==> config.mk <==
export PLATFORM = sky130hd
export DESIGN_NAME = gpio_altport
export DESIGN_NICKNAME = d
export VERILOG_FILES = /design/src/rtl/gpio_altport.sv
export SDC_FILE = /design/constraint.sdc
export NUM_CORES = 1
export LEC_CHECK = 0
export CAP_MARGIN = 25
export CORE_MARGIN = 2
export CORE_UTILIZATION = 43
export CTS_BUF_LIST = sky130_fd_sc_hd__clkbuf_8
export CTS_CLUSTER_DIAMETER = 30
export DETAILED_ROUTE_END_ITERATION = 6
export HOLD_SLACK_MARGIN = 0.06
export MAX_ROUTING_LAYER = met4
export PLACE_DENSITY = 0.92
export SYNTH_ARGS = -nofsm -noshare
export SYNTH_HDL_FRONTEND = slang
export SYNTH_SLANG_ARGS = --single-unit
==> constraint.sdc <==
create_clock -name clk -period 1.8 [get_ports clk]
set_clock_uncertainty 0.1 [all_clocks]
set_input_delay 0.36 -clock clk [delete_from_list [all_inputs] [get_ports clk]]
set_output_delay 0.36 -clock clk [all_outputs]
set_load 0.01 [all_outputs]
==> src/rtl/gpio_altport.sv <==
module gpio_altport #(
  parameter int W = 8
) (
  input  logic         clk,
  input  logic         rst_n,
  input  logic         wr_en,
  input  logic         wr_sel,
  input  logic [W-1:0] wr_data,
  input  logic [1:0]   rd_sel,
  output logic [W-1:0] rd_data,
  input  logic         pull_up_off,
  input  logic         spi_en,
  input  logic         spi_master,
  input  logic         spi_sck_out,
  input  logic         spi_mosi_out,
  input  logic         spi_miso_out,
  output logic         spi_sck_in,
  output logic         spi_miso_in,
  output logic         spi_mosi_in,
  output logic         spi_ss_in,
  input  logic         cmp_a_en,
  input  logic         cmp_a,
  input  logic         cmp_b_en,
  input  logic         cmp_b,
  input  logic         cmp_c_en,
  input  logic         cmp_c,
  input  logic         clkout_en,
  input  logic         clk_div,
  output logic         capture_in,
  input  logic         osc_mode,
  input  logic [W-1:0] pc_mask,
  input  logic         pc_group_en,
  output logic         pin_change,
  input  logic [W-1:0] pad_in,
  output logic [W-1:0] pad_oe,
  output logic [W-1:0] pad_out,
  output logic [W-1:0] pad_pu
);
  localparam logic [W-1:0] OSC_PINS = W'(8'hC0);

  logic [W-1:0] dir_q, port_q, sync1, sync2, prev;
  logic [W-1:0] osc_mask, in_en;
  logic spi_s, spi_m;

  assign spi_s    = spi_en & ~spi_master;
  assign spi_m    = spi_en &  spi_master;
  assign osc_mask = osc_mode ? OSC_PINS : '0;
  assign in_en    = ~osc_mask | (pc_mask & {W{pc_group_en}});

  always_ff @(posedge clk or negedge rst_n)
    if (!rst_n) begin
      dir_q  <= '0;
      port_q <= '0;
    end else if (wr_en) begin
      if (wr_sel) port_q <= wr_data;
      else        dir_q  <= wr_data;
    end

  always_ff @(posedge clk or negedge rst_n)
    if (!rst_n) begin
      sync1 <= '0;
      sync2 <= '0;
      prev  <= '0;
    end else begin
      sync1 <= pad_in & in_en;
      sync2 <= sync1;
      prev  <= sync2;
    end

  always_comb begin
    pad_oe  = dir_q;
    pad_out = port_q;
    if (spi_s) begin
      pad_oe[5]  = 1'b0;
      pad_oe[3]  = 1'b0;
      pad_oe[2]  = 1'b0;
      pad_out[4] = spi_miso_out;
    end
    if (spi_m) begin
      pad_oe[4]  = 1'b0;
      pad_out[5] = spi_sck_out;
    end
    if (spi_m | cmp_a_en) pad_out[3] = (spi_m & spi_mosi_out) | (cmp_a_en & cmp_a);
    if (cmp_b_en) pad_out[2] = cmp_b;
    if (cmp_c_en) pad_out[1] = cmp_c;
    if (clkout_en) begin
      pad_oe[0]  = 1'b1;
      pad_out[0] = clk_div;
    end
    pad_oe  = pad_oe  & ~osc_mask;
    pad_out = pad_out & ~osc_mask;
    pad_pu  = ~pad_oe & port_q & ~osc_mask & {W{~pull_up_off}};
  end

  always_comb
    case (rd_sel)
      2'd0:    rd_data = dir_q  & ~osc_mask;
      2'd1:    rd_data = port_q & ~osc_mask;
      2'd2:    rd_data = sync2  & ~osc_mask;
      default: rd_data = '0;
    endcase

  assign spi_sck_in  = sync2[5];
  assign spi_miso_in = sync2[4];
  assign spi_mosi_in = sync2[3];
  assign spi_ss_in   = sync2[2];
  assign capture_in  = sync2[0];
  assign pin_change  = pc_group_en & |((sync2 ^ prev) & pc_mask);
endmodule

* Word-level counts from Yosys, hierarchy flattened
Cells that the tools add are included.
Widths: inputs -> output; s select.
** Operators by class
- Eq/ne operators :: 2
- Multiplexer cells :: 12
- Bitwise operators :: 25
- Reduce and logical (&&, ||, !) cells :: 4
** Operators by type and width (count)
- $and 8x8->8 :: 11
- $pmux 8 s3 :: 1
- $not 8->8 :: 2
- $mux 1 :: 9
- $mux 8 :: 1
- $or 8x8->8 :: 1
- $reduce_or 8->1 :: 1
- $xor 8x8->8 :: 1
- $and 1x1->1 :: 5
- $reduce_and 2->1 :: 2
- $not 1->1 :: 3
- $eq 2x1->1 const B :: 1
- $eq 2x2->1 const B :: 1
- $logic_not 2->1 :: 1
- $mux 2 :: 1
- $or 1x1->1 :: 2
** Word-level totals
- Flip-flop bits (word level) :: 40
- Output and inout port bits :: 38
- Word-level logic and storage cells :: 48

* Depth between registers and ports, before layout
Gate-level depths: netlist of the first run.
- Depth in word-level cells :: 8
- Mapped depth :: 5

* Worst setup path before layout of the first run
Ideal clock, no wire load.
- Path type :: input -> output
- From :: input port rd_sel[0]
- To :: output port rd_data[3]
- Arrival :: 1.336 ns
- Required time :: 1.340 ns
- Path slack :: 0.004 ns
- Cell stages on the path :: 5
- Buffers on the path :: 1
- Path through :: inv_1 > ha_1 > buf_4 > nor2b_1 > nor3_1
** On the way
- Cells in the longest elaborated chain, start to end :: 2
- Elaborated cells on any way between the ends :: 4
- Classes of those cells :: eq/ne: 2; mux: 1; reduce/logical: 1
** Ends and longest elaborated chain
- from (decl) :: RTL line 9 : input logic [1:0] rd_sel,
- $eq 2x2->1, or another cell as far along :: RTL line 96 : case (rd_sel)
- $pmux 8 s3 * :: RTL line 96
- to (decl) :: RTL line 10 : output logic [W-1:0] rd_data,
Mark *: on every way between the ends. The rest lies on a longest branch, timed or not.

* Worst setup path in the final report of the first run
- From :: input port rd_sel[0]
- To :: output port rd_data[0]
Same word-level chain as after synthesis.

==> results.cfg, run 1 <==
[placed_design]
place_hpwl_um = 3950
gp_congestion = 0.814
io_buffer_count = 83
placed_area_mm2 = 0.00293
placed_cells = 300

[timing]
slew_headroom_pct = 67.4
period_share_pct = 102
finalHoldViolCount = 0
timing.fmax_mhz = 544
final.setup.tns_ns = -0.143
finalSetupViolations = 6
drv_slew = 0
rsz0062_at_grt = true
worst_slack_ns = -0.0387
fin_crit_ns = 1.84
worst_pin_slew_ns = 0.489

[layout]
drive_above_1_share_pct = 46.2
layout.cells.non_filler = 314
final_common_cell = dfrtp_1
diodes = 0
final_nets = 312
design_area_mm2 = 0.00325
area_delta_synth_final_pct = 76.6
final_cell_mix = dfrtp_1 (40), clkdlybuf4s50_1 (38), buf_4 (22)
fillCellCount = 241

[yosys]
yosys_most_used_dff = dfrtp_1
async_flop_share_pct = 100
syn-cell-area_mm2 = 0.00184
synth_cell_types = 30
netlist_instances = 142
yosys_warnings = 0
syn_nets = 191
ys_seq_area_share_pct = 54.3
ys_ff_latch = 40
avgSynthCellArea_um2 = 13.0
synth_edf_count = 0

[setup_path]
critical_path_required_ns = 1.34
path_class = in2out
crit_chain = buf_8, inv_4, ha_4, buf_8, nor2b_4, nor3_2, buf_2
r2r_end = dir_q[0]
cp.depth = 7
critPathMaxFanout = 6
reg2reg_slack_ns = 0.63
critPathCaptureType = output pin
reg2reg_from = dir_q[0]
critical_path.most_common_cell = buf_8
cpMaxStageDelayCell = ha_4
crit_family = buffers and inverters
endpoint = rd_data[0]
critPathArrivalTime_ns = 1.38
max_stage_delay_ns = 0.26
crit_buf_inv = 4
worstSetupStartpoint = rd_sel[0]
r2r_cells = 3
cp-start-kind = input pin

[clocking]
htreeDepth = 2
clock_latency_ns = 0.30
cts-root-buf = clkbuf_8
clk_path_buf_depth = 2
cts_buffers = 5
clkSinkCount = 40
cts.clk_slew.worst_paths_ns = 0.08
cts_tree = yes

[die]
die_x_um = 69.4
start_util_pct = 45.4
fp.coreArea_mm2 = 0.00406
io_pins = 84
fp.dieH_um = 69.4
dieArea_mm2 = 0.00482
rows = 23

[power]
finalPower_mw = 2.60
p_leak_nw = 1.51
vdd_drop_max_v = 0.000466
p_per_area_mw_per_mm2 = 798

[routing]
wl_per_cell_um = 18.9
drtPass1Iterations = 4
drt_iter0_drc = 58
final_antenna_net_count = 0
wl_um = 5930
vias = 1652
drc = 0
avgViaCountPerCell = 5.26

[global_routing]
grt_first_pass_wirelength_um = 8840
grt_pass1_vias = 1802
antenna_found_initial = 0
grt_overflow = 0
grt_start_max_net_pins = 23
track_usage_pct = 24.4

[status]
violations = negative setup slack
status = complete, but fails checks

[worst_hold_path]
hold_class = reg2reg

[run]
drv_cap = 0
## registers in the layout (all words and copies together) (netlist names)
signal / count
sync1: 8
port_q: 8
dir_q: 8
sync2: 8
prev: 8
## power by group
part | switching (mW) | leakage (nW) | total (mW) | internal, mW
Sequential | 0.0766 | 0.474 | 1.06 | 0.979
Combinational | 0.314 | 0.974 | 0.755 | 0.441
Clock | 0.332 | 0.0614 | 0.785 | 0.453
## cells in the mapped netlist, types with 2 or more instances
cell / instances / area (um^2)
dfrtp_1: 40 / 1000
and2_1: 3 / 18.8
nor2b_1: 8 / 50.1
nand3_1: 2 / 10.0
ha_1: 3 / 37.5
buf_4: 4 / 30.0
nand2_1: 6 / 22.5
mux2_2: 13 / 146
inv_1: 5 / 18.8
xor2_1: 8 / 70.1
nor3b_1: 7 / 52.6
nor3_1: 6 / 30.0
a21boi_0: 2 / 15.0
a22oi_1: 4 / 30.0
clkbuf_1: 2 / 7.51
mux2_4: 6 / 90.1
o21ai_0: 2 / 10.0
a221oi_1: 7 / 61.3
a2111oi_2: 2 / 30.0
nor2_1: 2 / 7.51
## per-stage QoR
step	setup slack (ns)	util (%)	hold slack, ns
global placement	-0.993	72.3	0.230
finish	-0.0387	80.2	0.245
floorplan	0.00395	-	-0.0356
detailed placement	-1.06	72.3	0.235
CTS	-0.0489	76.5	0.248
global route	-0.0840	80.2	0.259
## layout make-up
cell class                 instances  area, um^2  area share (%)
clock buffer                       6        82.6            2.54
clock inverter                     2        38.8            1.19
inverter                           5        21.3           0.654
multi-input combinational         90         965            29.7
sequential                        40        1000            30.8
tap                               50        62.6            1.92
timing repair buffer             121        1080            33.3
## timing repair
item | 4_1_cts | 5_1_grt
buffers inserted | 2 | 3
pin swaps | 13 | 15
hold endpoints to repair | 18 | 0
hold buffers | 1 | 0
gates resized for setup | 144 | 29
endpoints found under the setup margin | 35 | 19
## kinds of logic after synthesis
| kind of cell | share of synthesized area [%] |
|---|---|
| AOI/OAI and AO/OA | 9.24 |
| xor gates and xnor gates | 3.80 |
| adders and majority gates | 2.04 |
| buffers and inverters | 3.67 |
| DFF | 54.3 |
| muxes | 12.8 |
| and+or+nand+nor | 14.1 |
## worst min path at each step
| stage | from | end | slack, ns | cells past startpoint |
|---|---|---|---|---|
| 4_1_cts | sync1[4] | sync2[4] | 0.25 | 0 |
| 5_1_grt | sync1[4] | sync2[4] | 0.26 | 0 |
| 3_5_place_dp | sync1[4] | sync2[4] | 0.23 | 0 |
| 2_1_floorplan | rst_n | dir_q[0] | -0.04 | 0 |
| 3_3_place_gp | rst_n | prev[3] | 0.23 | 1 |
| 6_report | sync1[4] | sync2[4] | 0.25 | 0 |
## routing by layer
metal	vias to the layer above	global-route usage, %	wire (um)
met5	-	-	0
met4	0	6.54	116
met3	14	5.96	365
met2	71	43.2	3230
met1	827	27.5	2220
li1	740	-	-
(Power assumes the default switching activity.)
==> run 2, diff against run 1 <==
--- a/config.mk
+++ b/config.mk
@@ -12,7 +12,6 @@
 export CTS_CLUSTER_DIAMETER = 30
 export DETAILED_ROUTE_END_ITERATION = 6
 export HOLD_SLACK_MARGIN = 0.06
-export MAX_ROUTING_LAYER = met4
 export PLACE_DENSITY = 0.92
 export SYNTH_ARGS = -nofsm -noshare
 export SYNTH_HDL_FRONTEND = slang
==> run 2 against run 1 <==
- the flow still finishes with violations (negative setup slack)
- worst hold slack got worse by 0.0011 ns
- flip-flop and latch count unchanged
- routed wire length shrank 0.52%
- setup slack worse by 0.00058 ns
- fmax is essentially flat
- final cell count stayed put
- first-iteration DRC count is 29% higher
- critical path depth is 3 lower
- critical path type is now reg2out
- critical endpoint is now pin_change
- largest power group unchanged
==> results.cfg, run 2 (synthesis gave the netlist of run 1 again) <==
[global_routing]
grt_overflow = 0
track_usage_pct = 23.7
grt_start_max_net_pins = 23
grt_first_pass_wirelength_um = 8840
antenna_found_initial = 0
grt_pass1_vias = 1803

[worst_hold_path]
hold_class = reg2reg
hold_start = sync1[4]

[timing]
worst_pin_slew_ns = 0.489
slew_headroom_pct = 67.4
rsz0062_at_grt = true
whs_ns = 0.244
drv_slew = 0
period_share_pct = 102
final.setup.tns_ns = -0.119
fin_crit_ns = 1.84
finalSetupViolations = 6
finalHoldViolCount = 0
timing.fmax_mhz = 544
worst_slack_ns = -0.0393

[clocking]
clkSinkCount = 40
cts_tree = yes
clock_latency_ns = 0.30
cts.clk_slew.worst_paths_ns = 0.08
htreeDepth = 2
clk_path_buf_depth = 2
cts-root-buf = clkbuf_8
cts_buffers = 5

[routing]
topRoutingLayerUsed = met4
avgViaCountPerCell = 5.26
drtPass1Iterations = 4
met1_length_um = 2180
wl_per_cell_um = 18.8
drc = 0
drt_iter0_drc = 75
wl_um = 5900
wl_met3_um = 375
wl_met2_um = 3210
vias = 1651
final_antenna_net_count = 0

[setup_path]
critical_path_required_ns = 1.34
reg2reg_from = dir_q[0]
path_class = reg2out
critPathArrivalTime_ns = 1.38
cp-start-kind = register
worstSetupStartpoint = sync2[2]
critPathCaptureType = output pin
reg2reg_slack_ns = 0.63
critPathMaxFanout = 2

[layout]
fillCellCount = 241
area_delta_synth_final_pct = 76.6
final_nets = 312
seq_area_mm2 = 0.00100
diodes = 0
multi_input_area_um2 = 965
final_common_cell = dfrtp_1
final_cell_mix = dfrtp_1 (40), clkdlybuf4s50_1 (38), buf_4 (22)
layout.cells.non_filler = 314
drive_above_1_share_pct = 46.2
design_area_mm2 = 0.00325

[placed_design]
place_hpwl_um = 3950
gp_congestion = 0.803
placed_cells = 300
io_buffer_count = 83
placed_area_mm2 = 0.00293

[run]
drv_cap = 0

[power]
p_per_area_mw_per_mm2 = 798
vdd_drop_max_v = 0.000462
p_leak_nw = 1.51
finalPower_mw = 2.59

[die]
start_util_pct = 45.4
fp.coreArea_mm2 = 0.00406
dieArea_mm2 = 0.00482
io_pins = 84
fp.dieH_um = 69.4
rows = 23
die_x_um = 69.4

[status]
status = complete, but fails checks
violations = negative setup slack
[run 2: cell counts in the layout (fill, tap and decap cells not counted)]
No cell type changed its count.
[run 2: path summary, 6_finish.rpt]
| kind | to | cells past startpoint |
|---|---|---|
| worst max-delay path | pin_change | 4 |
| worst min-delay path | sync2[4] | 0 |
| worst max register to register | dir_q[0] | 3 |
| worst min register to register | sync2[4] | 0 |
| max in group asynchronous | sync1[1] | 3 |
| min in group asynchronous | sync2[2] | 2 |
[run 2: critical path, cell delays in order (launching register included)]
cell and delay, ns:
dfrtp_1 0.43, xor2_1 0.16, a22oi_1 0.19, a41oi_1 0.13, buf_2 0.16
[run 2: metrics by stage]
| step | util [%] | setup WS, ns |
|---|---|---|
| floorplan | - | 0.00395 |
| global placement | 72.3 | -0.993 |
| detailed placement | 72.3 | -1.06 |
| CTS | 76.5 | -0.0489 |
| global route | 80.2 | -0.0839 |
| finish | 80.2 | -0.0393 |
[run 2: cell type report]
class,instances,area share [%]
Clock buffer,6,2.54
Sequential cell,40,30.8
Multi-Input combinational cell,90,29.7
Timing Repair Buffer,121,33.3
Clock inverter,2,1.19
Tap cell,50,1.92
Inverter,5,0.654
[run 2: repair_timing]
action,4_1_cts,5_1_grt
hold endpoints to repair,18,0
setup buffers,2,3
hold buffers,1,0
resized for setup,144,29
pin swaps,13,15
setup endpoints to repair,35,19
[run 2: routing by layer]
layer,global-route usage (%),vias to the layer above
met5,0,-
met4,6.54,0
met3,6.40,17
met2,43.3,69
met1,27.1,821
li1,-,744
[run 2: power breakdown]
| group | switching [mW] | internal [mW] | leakage [nW] |
|---|---|---|---|
| clock | 0.332 | 0.453 | 0.0614 |
| sequential | 0.0766 | 0.979 | 0.474 |
| combinational | 0.313 | 0.441 | 0.974 |
| total | 0.721 | 1.87 | 1.51 |
==> run 3, diff against run 2 <==
--- a/config.mk
+++ b/config.mk
@@ -6,13 +6,13 @@
 export NUM_CORES = 1
 export LEC_CHECK = 0
 export CAP_MARGIN = 25
-export CORE_MARGIN = 2
 export CORE_UTILIZATION = 43
 export CTS_BUF_LIST = sky130_fd_sc_hd__clkbuf_8
 export CTS_CLUSTER_DIAMETER = 30
 export DETAILED_ROUTE_END_ITERATION = 6
 export HOLD_SLACK_MARGIN = 0.06
 export PLACE_DENSITY = 0.92
+export SLEW_MARGIN = 25
 export SYNTH_ARGS = -nofsm -noshare
 export SYNTH_HDL_FRONTEND = slang
 export SYNTH_SLANG_ARGS = --single-unit
==> constraint.sdc (replaced) <==
create_clock -name clk -period 2.4 [get_ports clk]
set_clock_uncertainty 0.1 [all_clocks]
set_input_delay 0.48 -clock clk [delete_from_list [all_inputs] [get_ports clk]]
set_output_delay 0.48 -clock clk [all_outputs]
set_load 0.01 [all_outputs]
==> run 3 against run 2 <==
- count of clock-buffer cells in the layout down 1
- setup slack better by 0.092 ns
- first-iteration DRC count shrank 27%
- via count is 8.4% lower
- register-to-register slack improved by 0.84 ns
- the flow now finishes without violations
- die area fell by 5.7%
- highest routed layer unchanged
- utilization decreased by 7.5 points
- clock power fell by 46%
- sequential power down 25%
- critical path depth grew 3
- critical path type is now in2out
- sequential share of layout area up 3.2 points
- routed wire length is 21% lower
==> results.cfg, run 3 (synthesis gave the netlist of run 1 again) <==
[status]
status = complete, no violations

[routing]
wl_per_cell_um = 15.9
vias = 1513
drt_iter0_drc = 55
drtPass1Iterations = 4
drc = 0
final_antenna_net_count = 0
avgViaCountPerCell = 5.16
wl_um = 4660

[timing]
worst_slack_ns = 0.0525
finalHoldViolCount = 0
slew_headroom_pct = 42.5
drv_slew = 0
timing.fmax_mhz = 426
fin_crit_ns = 2.35
final.setup.tns_ns = 0
worst_pin_slew_ns = 0.863
period_share_pct = 97.8
rsz0062_at_grt = false
finalSetupViolations = 0

[die]
fp.dieH_um = 67.4
start_util_pct = 45.4
fp.coreArea_mm2 = 0.00406
rows = 23
dieArea_mm2 = 0.00455
die_x_um = 67.4
io_pins = 84

[setup_path]
critical_path_required_ns = 1.82
critPathMaxFanout = 6
worstSetupStartpoint = rd_sel[0]
reg2reg_from = port_q[4]
cpMaxStageDelayCell = dlygate4sd2_1
cp-start-kind = input pin
path_class = in2out
crit_chain = clkdlybuf4s15_1, inv_2, ha_4, buf_2, nor2b_1, nor3_1, dlygate4sd2_1
critPathArrivalTime_ns = 1.77
critPathCaptureType = output pin
max_stage_delay_ns = 0.29

[power]
p_per_area_mw_per_mm2 = 571
p_leak_nw = 1.33
vdd_drop_max_v = 0.000374

[placed_design]
placed_area_mm2 = 0.00279
pre_cts_slack_ns = -0.721
place_hpwl_um = 3590
placed_cells = 283
io_buffer_count = 83
gp_congestion = 0.767

[clocking]
cts.clk_slew.worst_paths_ns = 0.07
clkSinkCount = 40
htreeDepth = 2
cts-root-buf = clkbuf_8
cts_tree = yes
clock_latency_ns = 0.29
clk_path_buf_depth = 2
cts_buffers = 5

[worst_hold_path]
hold_class = in2async

[layout]
post-route-util_pct = 72.7
final_cell_mix = clkdlybuf4s50_1 (50), dfrtp_1 (40), dlygate4sd2_1 (20)
fillCellCount = 277
layout.cells.non_filler = 293
area_delta_synth_final_pct = 60.1
drive_above_1_share_pct = 30.5
diodes = 0
final_nets = 292
design_area_mm2 = 0.00295
final_common_cell = clkdlybuf4s50_1

[global_routing]
grt_pass1_vias = 1541
track_usage_pct = 22.1
antenna_found_initial = 0
grt_start_max_net_pins = 41
grt_overflow = 0
grt_first_pass_wirelength_um = 7130

[run]
drv_cap = 0
## run 3: cell count changes in the layout (fill, tap and decap cells not counted), moves of 4 or more
cell,before,now
buf_4,22,17
buf_2,21,4
clkdlybuf4s50_1,38,50
nor3b_2,5,1
nor3b_1,2,7
dlygate4sd2_1,13,20
buf_6,14,0
## run 3: routing by layer
layer | up-vias | global-route usage, % | share of wire (%)
li1 | 704 | - | -
met3 | 14 | 6.59 | 6.5
met2 | 63 | 38.8 | 52
met5 | - | 0 | 0
met4 | 0 | 9.31 | 2.2
met1 | 732 | 24.6 | 40
## run 3: metrics by stage
stage	power (mW)	hold WS, ns
floorplan	0.992	0.0844
global placement	1.26	0.234
detailed placement	1.28	0.235
CTS	1.68	0.220
global route	1.77	0.256
finish	1.68	0.190
## run 3: path summary, 6_finish.rpt
path | endpoint | slack (ns) | cells after the start
setup / recovery | rd_data[0] | 0.05 | 7
hold / removal | sync2[3] | 0.19 | 1
setup reg to reg | port_q[4] | 1.47 | 1
hold reg to reg | sync2[6] | 0.25 | 0
max in group asynchronous | prev[7] | 1.47 | 1
min in group clk | sync2[6] | 0.25 | 0
## run 3: timing repair
action,4_1_cts,5_1_grt
buffers inserted,3,0
endpoints found under the setup margin,27,11
gates resized for setup,52,19
pin swaps,2,0
endpoints found under the hold margin,0,0
hold buffers,0,0
## run 3: area by class of cell
cell class                      instances  area, um^2  share of cell area, %
Multi-Input combinational cell         90         863                   29.3
Tap cell                               50        62.6                   2.12
Clock buffer                            5        68.8                   2.33
Timing Repair Buffer                  101         922                   31.3
Inverter                                5        18.8                  0.636
Sequential cell                        40        1000                   33.9
Clock inverter                          2        12.5                  0.424
## run 3: worst max-delay path: cells and delay by family
kind	cells	cell delay [ns]
and+or+nand+nor	2	0.31
adders and majority gates	1	0.24
buffers and inverters	4	0.73
## run 3: power breakdown
part	internal, mW	switching (mW)	leakage [nW]	total (mW)
clock	0.196	0.224	0.0400	0.420
combinational	0.284	0.188	0.814	0.472
sequential	0.735	0.0553	0.474	0.790
total	1.22	0.467	1.33	1.68
